File: src/rtl/brc_pkg.sv
package brc_pkg;
  typedef enum logic [2:0] {
    K_SHORT  = 3'd0,
    K_NEAR   = 3'd1,
    K_JCC    = 3'd2,
    K_LOOP   = 3'd3,
    K_LOOPZ  = 3'd4,
    K_LOOPNZ = 3'd5,
    K_SETCC  = 3'd6,
    K_RSVD   = 3'd7
  } kind_e;

  typedef struct packed {
    logic o;
    logic s;
    logic z;
    logic p;
    logic c;
  } flags_t;
endpackage

File: src/rtl/brc_cond_eval.sv
module brc_cond_eval
  import brc_pkg::*;
(
  input  logic [3:0] cc_i,
  input  flags_t     flags_i,
  output logic       cond_o
);
  logic base;
  logic lt;

  assign lt = flags_i.s ^ flags_i.o;

  always_comb begin
    unique case (cc_i[3:1])
      3'd0: base = flags_i.o;
      3'd1: base = flags_i.c;
      3'd2: base = flags_i.z;
      3'd3: base = flags_i.c | flags_i.z;
      3'd4: base = flags_i.s;
      3'd5: base = flags_i.p;
      3'd6: base = lt;
      default: base = flags_i.z | lt;
    endcase
  end

  // odd codes select the inverted sense
  assign cond_o = base ^ cc_i[0];
endmodule

File: src/rtl/brc_target_gen.sv
module brc_target_gen #(
  parameter int ADDR_W  = 16,
  parameter int LEN_W   = 4,
  parameter int SHORT_W = 8
) (
  input  logic [ADDR_W-1:0] ip_i,
  input  logic [LEN_W-1:0]  len_i,
  input  logic [ADDR_W-1:0] disp_i,
  input  logic              use_short_i,
  output logic [ADDR_W-1:0] seq_o,
  output logic [ADDR_W-1:0] tgt_o
);
  localparam int EXT_W = ADDR_W - SHORT_W;

  logic [ADDR_W-1:0] disp_short;
  logic [ADDR_W-1:0] disp_sel;

  generate
    if (EXT_W > 0) begin : g_ext
      assign disp_short = {{EXT_W{disp_i[SHORT_W-1]}}, disp_i[SHORT_W-1:0]};
    end else begin : g_pass
      assign disp_short = disp_i;
    end
  endgenerate

  assign disp_sel = use_short_i ? disp_short : disp_i;
  // displacement is relative to the end of the instruction
  assign seq_o    = ip_i + {{(ADDR_W-LEN_W){1'b0}}, len_i};
  assign tgt_o    = seq_o + disp_sel;
endmodule

File: src/rtl/brc_loop_ctl.sv
module brc_loop_ctl
  import brc_pkg::*;
#(
  parameter int CNT_W = 16
) (
  input  kind_e             kind_i,
  input  logic              z_i,
  input  logic [CNT_W-1:0]  cx_i,
  output logic              is_loop_o,
  output logic              loop_go_o,
  output logic [CNT_W-1:0]  cx_o
);
  logic [CNT_W-1:0] cx_dec;
  logic             live;

  assign cx_dec = cx_i - CNT_W'(1);
  assign live   = |cx_dec;

  always_comb begin
    is_loop_o = 1'b1;
    loop_go_o = 1'b0;
    unique case (kind_i)
      K_LOOP:   loop_go_o = live;
      K_LOOPZ:  loop_go_o = live & z_i;
      K_LOOPNZ: loop_go_o = live & ~z_i;
      default:  is_loop_o = 1'b0;
    endcase
  end

  // decrement applies whether or not the loop is taken
  assign cx_o = is_loop_o ? cx_dec : cx_i;
endmodule

File: src/rtl/brc_unit.sv
module brc_unit
  import brc_pkg::*;
#(
  parameter int ADDR_W  = 16,
  parameter int CNT_W   = 16,
  parameter int LEN_W   = 4,
  parameter int SHORT_W = 8
) (
  input  logic              clk_i,
  input  logic              rst_ni,
  input  logic              valid_i,
  input  logic [2:0]        kind_i,
  input  logic [3:0]        cc_i,
  input  logic [4:0]        flags_i,
  input  logic [ADDR_W-1:0] ip_i,
  input  logic [LEN_W-1:0]  len_i,
  input  logic [ADDR_W-1:0] disp_i,
  input  logic [CNT_W-1:0]  cx_i,
  output logic              valid_o,
  output logic              taken_o,
  output logic [ADDR_W-1:0] next_ip_o,
  output logic [CNT_W-1:0]  cx_o,
  output logic [7:0]        set_byte_o
);
  kind_e             kind;
  flags_t            flags;
  logic              cond;
  logic              use_short;
  logic [ADDR_W-1:0] seq_ip, tgt_ip;
  logic              is_loop, loop_go;
  logic [CNT_W-1:0]  cx_nxt;
  logic              take_nxt;
  logic [7:0]        byte_nxt;

  assign kind      = kind_e'(kind_i);
  assign flags     = flags_t'(flags_i);
  assign use_short = (kind != K_NEAR);

  brc_cond_eval u_cond (
    .cc_i   (cc_i),
    .flags_i(flags),
    .cond_o (cond)
  );

  brc_target_gen #(
    .ADDR_W (ADDR_W),
    .LEN_W  (LEN_W),
    .SHORT_W(SHORT_W)
  ) u_tgt (
    .ip_i       (ip_i),
    .len_i      (len_i),
    .disp_i     (disp_i),
    .use_short_i(use_short),
    .seq_o      (seq_ip),
    .tgt_o      (tgt_ip)
  );

  brc_loop_ctl #(
    .CNT_W(CNT_W)
  ) u_loop (
    .kind_i   (kind),
    .z_i      (flags.z),
    .cx_i     (cx_i),
    .is_loop_o(is_loop),
    .loop_go_o(loop_go),
    .cx_o     (cx_nxt)
  );

  always_comb begin
    take_nxt = 1'b0;
    byte_nxt = 8'h00;
    unique case (kind)
      K_SHORT, K_NEAR: take_nxt = 1'b1;
      K_JCC:           take_nxt = cond;
      K_SETCC:         byte_nxt = {7'd0, cond};
      default:         take_nxt = is_loop & loop_go;
    endcase
  end

  always_ff @(posedge clk_i or negedge rst_ni) begin
    if (!rst_ni) begin
      valid_o    <= 1'b0;
      taken_o    <= 1'b0;
      next_ip_o  <= '0;
      cx_o       <= '0;
      set_byte_o <= '0;
    end else begin
      valid_o <= valid_i;
      if (valid_i) begin
        taken_o    <= take_nxt;
        next_ip_o  <= take_nxt ? tgt_ip : seq_ip;
        cx_o       <= cx_nxt;
        set_byte_o <= byte_nxt;
      end
    end
  end
endmodule

File: config.mk
export PLATFORM = sky130hd
export DESIGN_NAME = brc_unit
export DESIGN_NICKNAME = d
export VERILOG_FILES = /design/src/rtl/brc_pkg.sv /design/src/rtl/brc_cond_eval.sv /design/src/rtl/brc_target_gen.sv /design/src/rtl/brc_loop_ctl.sv /design/src/rtl/brc_unit.sv
export SDC_FILE = /design/constraint.sdc
export NUM_CORES = 1
export LEC_CHECK = 0
export BUFFER_PORTS_ARGS = -buffer_cell sky130_fd_sc_hd__buf_4
export CORE_ASPECT_RATIO = 2
export CORE_MARGIN = 2
export CORE_UTILIZATION = 30
export CTS_BUF_LIST = sky130_fd_sc_hd__clkbuf_16
export CTS_CLUSTER_DIAMETER = 200
export DETAILED_ROUTE_END_ITERATION = 8
export SYNTH_ARGS = -nofsm -noshare
export SYNTH_HDL_FRONTEND = slang
export SYNTH_SLANG_ARGS = --single-unit
File: constraint.sdc
create_clock -name clk_i -period 1.65 [get_ports clk_i]
set_input_delay 0.33 -clock clk_i [delete_from_list [all_inputs] [get_ports clk_i]]
set_output_delay 0.33 -clock clk_i [all_outputs]
set_load 0.03 [all_outputs]
# Yosys cells after proc, flatten, opt, wreduce, memory -nomap -nowiden
# Index checks and enable logic that the tools add are counted.
totals:
  reg_bits: 42
  out_inout_bits: 42
  elab_cells: 42
classes:
  add_sub_neg: 3
  n_eq_ne: 13
  muxes: 8
  n_bitwise: 8
  n_reduce_logical: 5
ops:
  columns: ["op", "count"]
  rows:
  - ["$mux 16", 3]
  - ["$eq 3x3->1 const B", 6]
  - ["$add 16x16->16", 1]
  - ["$add 16x4->16", 1]
  - ["$reduce_or 16->1", 1]
  - ["$sub 16x1->16 const B", 1]
  - ["$eq 3x2->1 const B", 4]
  - ["$pmux 1 s7", 1]
  - ["$eq 3x1->1 const B", 2]
  - ["$logic_not 3->1", 2]
  - ["$pmux 1 s3", 2]
  - ["$and 1x1->1", 3]
  - ["$ne 3x1->1 const B", 1]
  - ["$reduce_or 3->1", 1]
  - ["$mux 1", 2]
  - ["$or 1x1->1", 2]
  - ["$reduce_or 2->1", 1]
  - ["$xor 1x1->1", 2]
  - ["$not 1->1", 1]

# Depth between registers and ports, before layout
logic_depth:
  ltp_word: 7
  depth_mapped: 14
  ltp_nobuf: 14

# Hierarchy
# From an unflattened synthesis, not the netlist that was laid out.
hier_totals:
  hier_cells: 415
  area_unflattened_um2: 3525.9
by_module_without_submodules:
  columns: ["mod", "instances", "cells_per_inst", "area_each_um2", "seq_area_each_um2"]
  rows:
  - ["brc_unit", 1, 148, 1622.8, 875.8]
  - ["brc_target_gen", 1, 163, 1202.4, 0.0]
  - ["brc_loop_ctl", 1, 92, 619.3, 0.0]
  - ["brc_cond_eval", 1, 12, 81.3, 0.0]

# Worst setup path before layout
# No wires, ideal clock.
synth_path:
  path_type: "input -> register"
  startpoint: "input port ip_i[0]"
  endpoint: "register next_ip_o[14]"
  setup_time_ns: 0.127
  arrival_ns: 3.436
  required_ns: 1.523
  path_slack_ns: -1.913
  stages: 13
  cell_sequence: "ha_1 > fa_1 > a21o_1 > a21oi_1 > nand3b_1 > xnor2_1 > ha_1 > a21oi_1 > o21ai_1 > a2111oi_0 > nor4b_1 > nor4_1 > o2bb2ai_1"
synth_between:
  elab_chain_len: 3
synth_lines:
  columns: ["item", "line", "text"]
  rows:
  - ["start, declared", "brc_unit.sv:15", "input logic [ADDR_W-1:0] ip_i,"]
  - ["$add 16x4->16 *", "brc_target_gen.sv:28", "assign seq_o = ip_i + {{(ADDR_W-LEN_W){1'b0}}, len_i};"]
  - ["$add 16x16->16", "brc_target_gen.sv:29", "assign tgt_o = seq_o + disp_sel;"]
  - ["$mux 16 *", "brc_unit.sv:91", "next_ip_o <= take_nxt ? tgt_ip : seq_ip;"]
  - ["end signal, assigned", "brc_unit.sv:91", null]
  - ["end, declared", "brc_unit.sv:21", "output logic [ADDR_W-1:0] next_ip_o,"]
# Every way passes the cells marked *; elsewhere a longest branch is shown, timed or not.
# A chain may end at the register's enable or synchronous reset.

# Final worst setup path
layout_path:
  startpoint: "input port ip_i[0]"
  endpoint: "register next_ip_o[15]"
# Same word-level chain as after synthesis.

==> qor.yml <==
power_switching_w: 0.00151
synth_top_cell_by_area: "dfrtp_1"
async_flop_share: 1.00
startpoint: "ip_i[0]"
syn_to_final_growth_pct: 67.6
antenna_found_initial: 0
ys_seq_area_frac: 0.280
worstSetupPathType: "in2reg"
fin_cells: 703
pwr-share-comb: 0.492
grt.overflow.total: 0
finalCriticalPeriod_ps: 3200
wire_per_inst_um: 14.6
dr.pass1.iters: 4
dieArea_um2: 11300
htreeDepth: 2
clock_latency_ps: 280
p_leak_nw: 2.40
wirelength_um: 10300
clkPwrFrac: 0.253
rsz0062_at_grt: "true"
dp_cells: 684
grt_pass1_wl_um: 16200
tightest_slew_ps: 553
synth.distinct_cells: 63
setup_tns_ps: -16080
startpoint_type: "input port"
pwr_density_cell_nw_per_um2: 806
insertedDiodeCount: 0
path_depth: 15
peakVddDrop_v: 0.000549
fillers: 1019
fin_worst_skew_ps: 0
die_height_um: 148
cts_tree: "built"
via_per_inst: 4.93
drc: 0
rows: 52
synth.avg_cell_area_um2: 8.59
setup-violations-final: 18
slowest_stage: "a221o_1"
worst-path-buf-inv: 1
grtUsageTotal: 0.180
cts.sinks: 35
slew_headroom: 0.629
critical_path.top_delay_family: "compound AO/OA/AOI/OAI gates"
crit_chain: "buf_6 -> ha_4 -> fa_2 -> a21o_1 -> a21oi_4 -> nand3b_1 -> xnor2_2 -> ha_1 -> a21o_1 -> a21o_1 -> a221o_1 -> a41oi_2 -> mux2i_1 -> and4_1 -> o31ai_2"
min_period_over_period: 1.94
netlist_instances: 364
start_util: 0.308
ioPinCount: 109
hold_violations: 0
power_frac_seq: 0.255
fin_ws_ps: -1550
crit_path_max_incr_delay_ps: 370
core_area_um2: 10100
grt_max_degree: 36
cts_buffers: 5
violations: "setup timing"
grt_pass1_vias: 3584
synthTopCellsByArea: "dfrtp_1 (28%), ha_1 (8.4%), xnor2_1 (7.6%), nor2_1 (6.4%), a21oi_1 (6.2%)"
dpl.hpwl_um: 8440
internal_power_w: 0.00271
ys_warn_count: 0
rr_worst_depth: 1
slew_viol_final: 0
netSwitchingFraction: 0.358
rr_startpoint: "cx_o[0]$_DFFE_PN0P_"
cts_root_buffer: "clkbuf_16"
synth-seq-cells: 35
postCtsHoldBufs: 0
outcome: "finished with violations"
io_buffers: 101
ys.flop_type: "dfrtp_1"
path_max_fanout: 4
drtAntennaViolNets: 0
required_ps: 1810
max_clock_freq_mhz: 312
r2r_slack_ps: 910
p_total_w: 0.00423
synth_area_um2: 3130
crit_arrival_ps: 3360
gp_congestion: 0.886
maxCapViolCount: 0
synth_top_area_share: 0.280
hp-class: "in2async"
synth_edf_count: 0
vias: 3466
crit_top_cell: "a21o_1"
clockBufferDepth: 2
die_x_um: 76.2
finalNetCount: 657
cp-end-kind: "flop"
drive_gt1_frac: 0.475
clk_pin_slew_ps: 60
initialDrtViolationCount: 61
synth_stat cells, types with 2 or more instances:
cell type  instances
nor2_1            53
a21oi_1           39
dfrtp_1           35
xnor2_1           27
ha_1              21
nand2_1           21
xor2_1            14
mux2i_1           12
clkbuf_1           9
nand3_1            9
nor3_1             8
a31o_2             7
buf_4              7
a31oi_1            6
inv_1              6
o21ai_0            6
a21o_1             5
and3_1             4
buf_6              4
nor2b_1            4
o211ai_1           4
o21a_1             4
or3_1              4
nor4_1             3
a21boi_1           2
a221oi_1           2
a41oi_1            2
fa_1               2
mux2_2             2
nand3b_1           2
nor3b_1            2
nor4_2             2
o21ai_1            2
o21bai_1           2
o22ai_1            2
o31ai_1            2
or4b_1             2
power by group through the flow:
stage	clock, W	sequential [W]	combinational, W
after floorplan	0	0.00136	0.000805
after global placement	0	0.00109	0.00191
after detailed placement	0	0.00109	0.00194
after CTS	0.00110	0.00108	0.00203
after global routing	0.00114	0.00109	0.00223
final	0.00107	0.00108	0.00208
sequential cells by signal, indices dropped and copies added, names as in the netlist:
register	flops
cx_o	16
next_ip_o	16
set_byte_o	1
taken_o	1
valid_o	1
worst paths after layout:
path	to
max	next_ip_o[15]$_DFFE_PN0P_
min	cx_o[0]$_DFFE_PN0P_
max reg2reg	cx_o[0]$_DFFE_PN0P_
min reg2reg	next_ip_o[7]$_DFFE_PN0P_
max in group asynchronous	cx_o[11]$_DFFE_PN0P_
min in group clk_i	cx_o[4]$_DFFE_PN0P_
kinds of logic (layout without fill, tap and decap cells):
family / after synthesis / count (layout) / share of synthesized area
AOI/OAI and AO/OA: 98 / 98 / 0.210
buffers and inverters: 29 / 227 / 0.0536
DFF: 35 / 35 / 0.280
other: 1 / 7 / 0.00120
and+or+nand+nor: 122 / 122 / 0.194
xor gates and xnor gates: 41 / 41 / 0.115
adders and majority gates: 23 / 23 / 0.0968
muxes: 15 / 15 / 0.0492
metal layers:
layer  routed length [µm]  track usage  vias up
met4                  387       0.0991        0
li1                     -            -     1709
met3                  301       0.0170       24
met2                 6340        0.386       85
met1                 3240        0.155     1648
met5                    0            0        -
layout make-up:
| type | instances | area, µm² | share of cell area |
|---|---|---|---|
| inverter | 6 | 27.5 | 0.00525 |
| sequential | 35 | 876 | 0.167 |
| timing repair buffer | 213 | 1650 | 0.315 |
| clock buffer | 5 | 125 | 0.0239 |
| tap | 135 | 169 | 0.0322 |
| clock inverter | 3 | 43.8 | 0.00835 |
| multi-input combinational | 306 | 2350 | 0.448 |
layout by cell type (no fill, tap or decap), types with 6 or more instances in the layout:
cell,netlist,final
buf_4,7,203
nor2_1,53,52
dfrtp_1,35,35
a21oi_1,39,34
xnor2_1,27,26
nand2_1,21,21
ha_1,21,17
xor2_1,14,11
mux2i_1,12,11
nand3_1,9,7
a31o_2,7,7
nor3_1,8,7
conb_1,1,7
buf_6,4,7
a31oi_1,6,6
o21ai_0,6,6
timing repair:
| item | 4_1_cts | 5_1_grt |
|---|---|---|
| pin swaps | 24 | 27 |
| resized for setup | 22 | 15 |
| gates cloned | 0 | 0 |
| endpoints found under the setup margin | 21 | 23 |
| buffers inserted | 7 | 4 |
stage by stage:
step / hold slack [ps] / util / setup WS (ps) / cell area (µm²)
2_1_floorplan: 34.4 / - / -1600 / 3250
3_3_place_gp: 320 / 0.472 / -1920 / 4790
3_5_place_dp: 316 / 0.472 / -1980 / 4790
4_1_cts: 15.9 / 0.506 / -1580 / 5140
5_1_grt: 35.8 / 0.517 / -1670 / 5240
6_report: 0.919 / 0.517 / -1550 / 5240
Note: power is estimated with default switching activity, not from simulation.
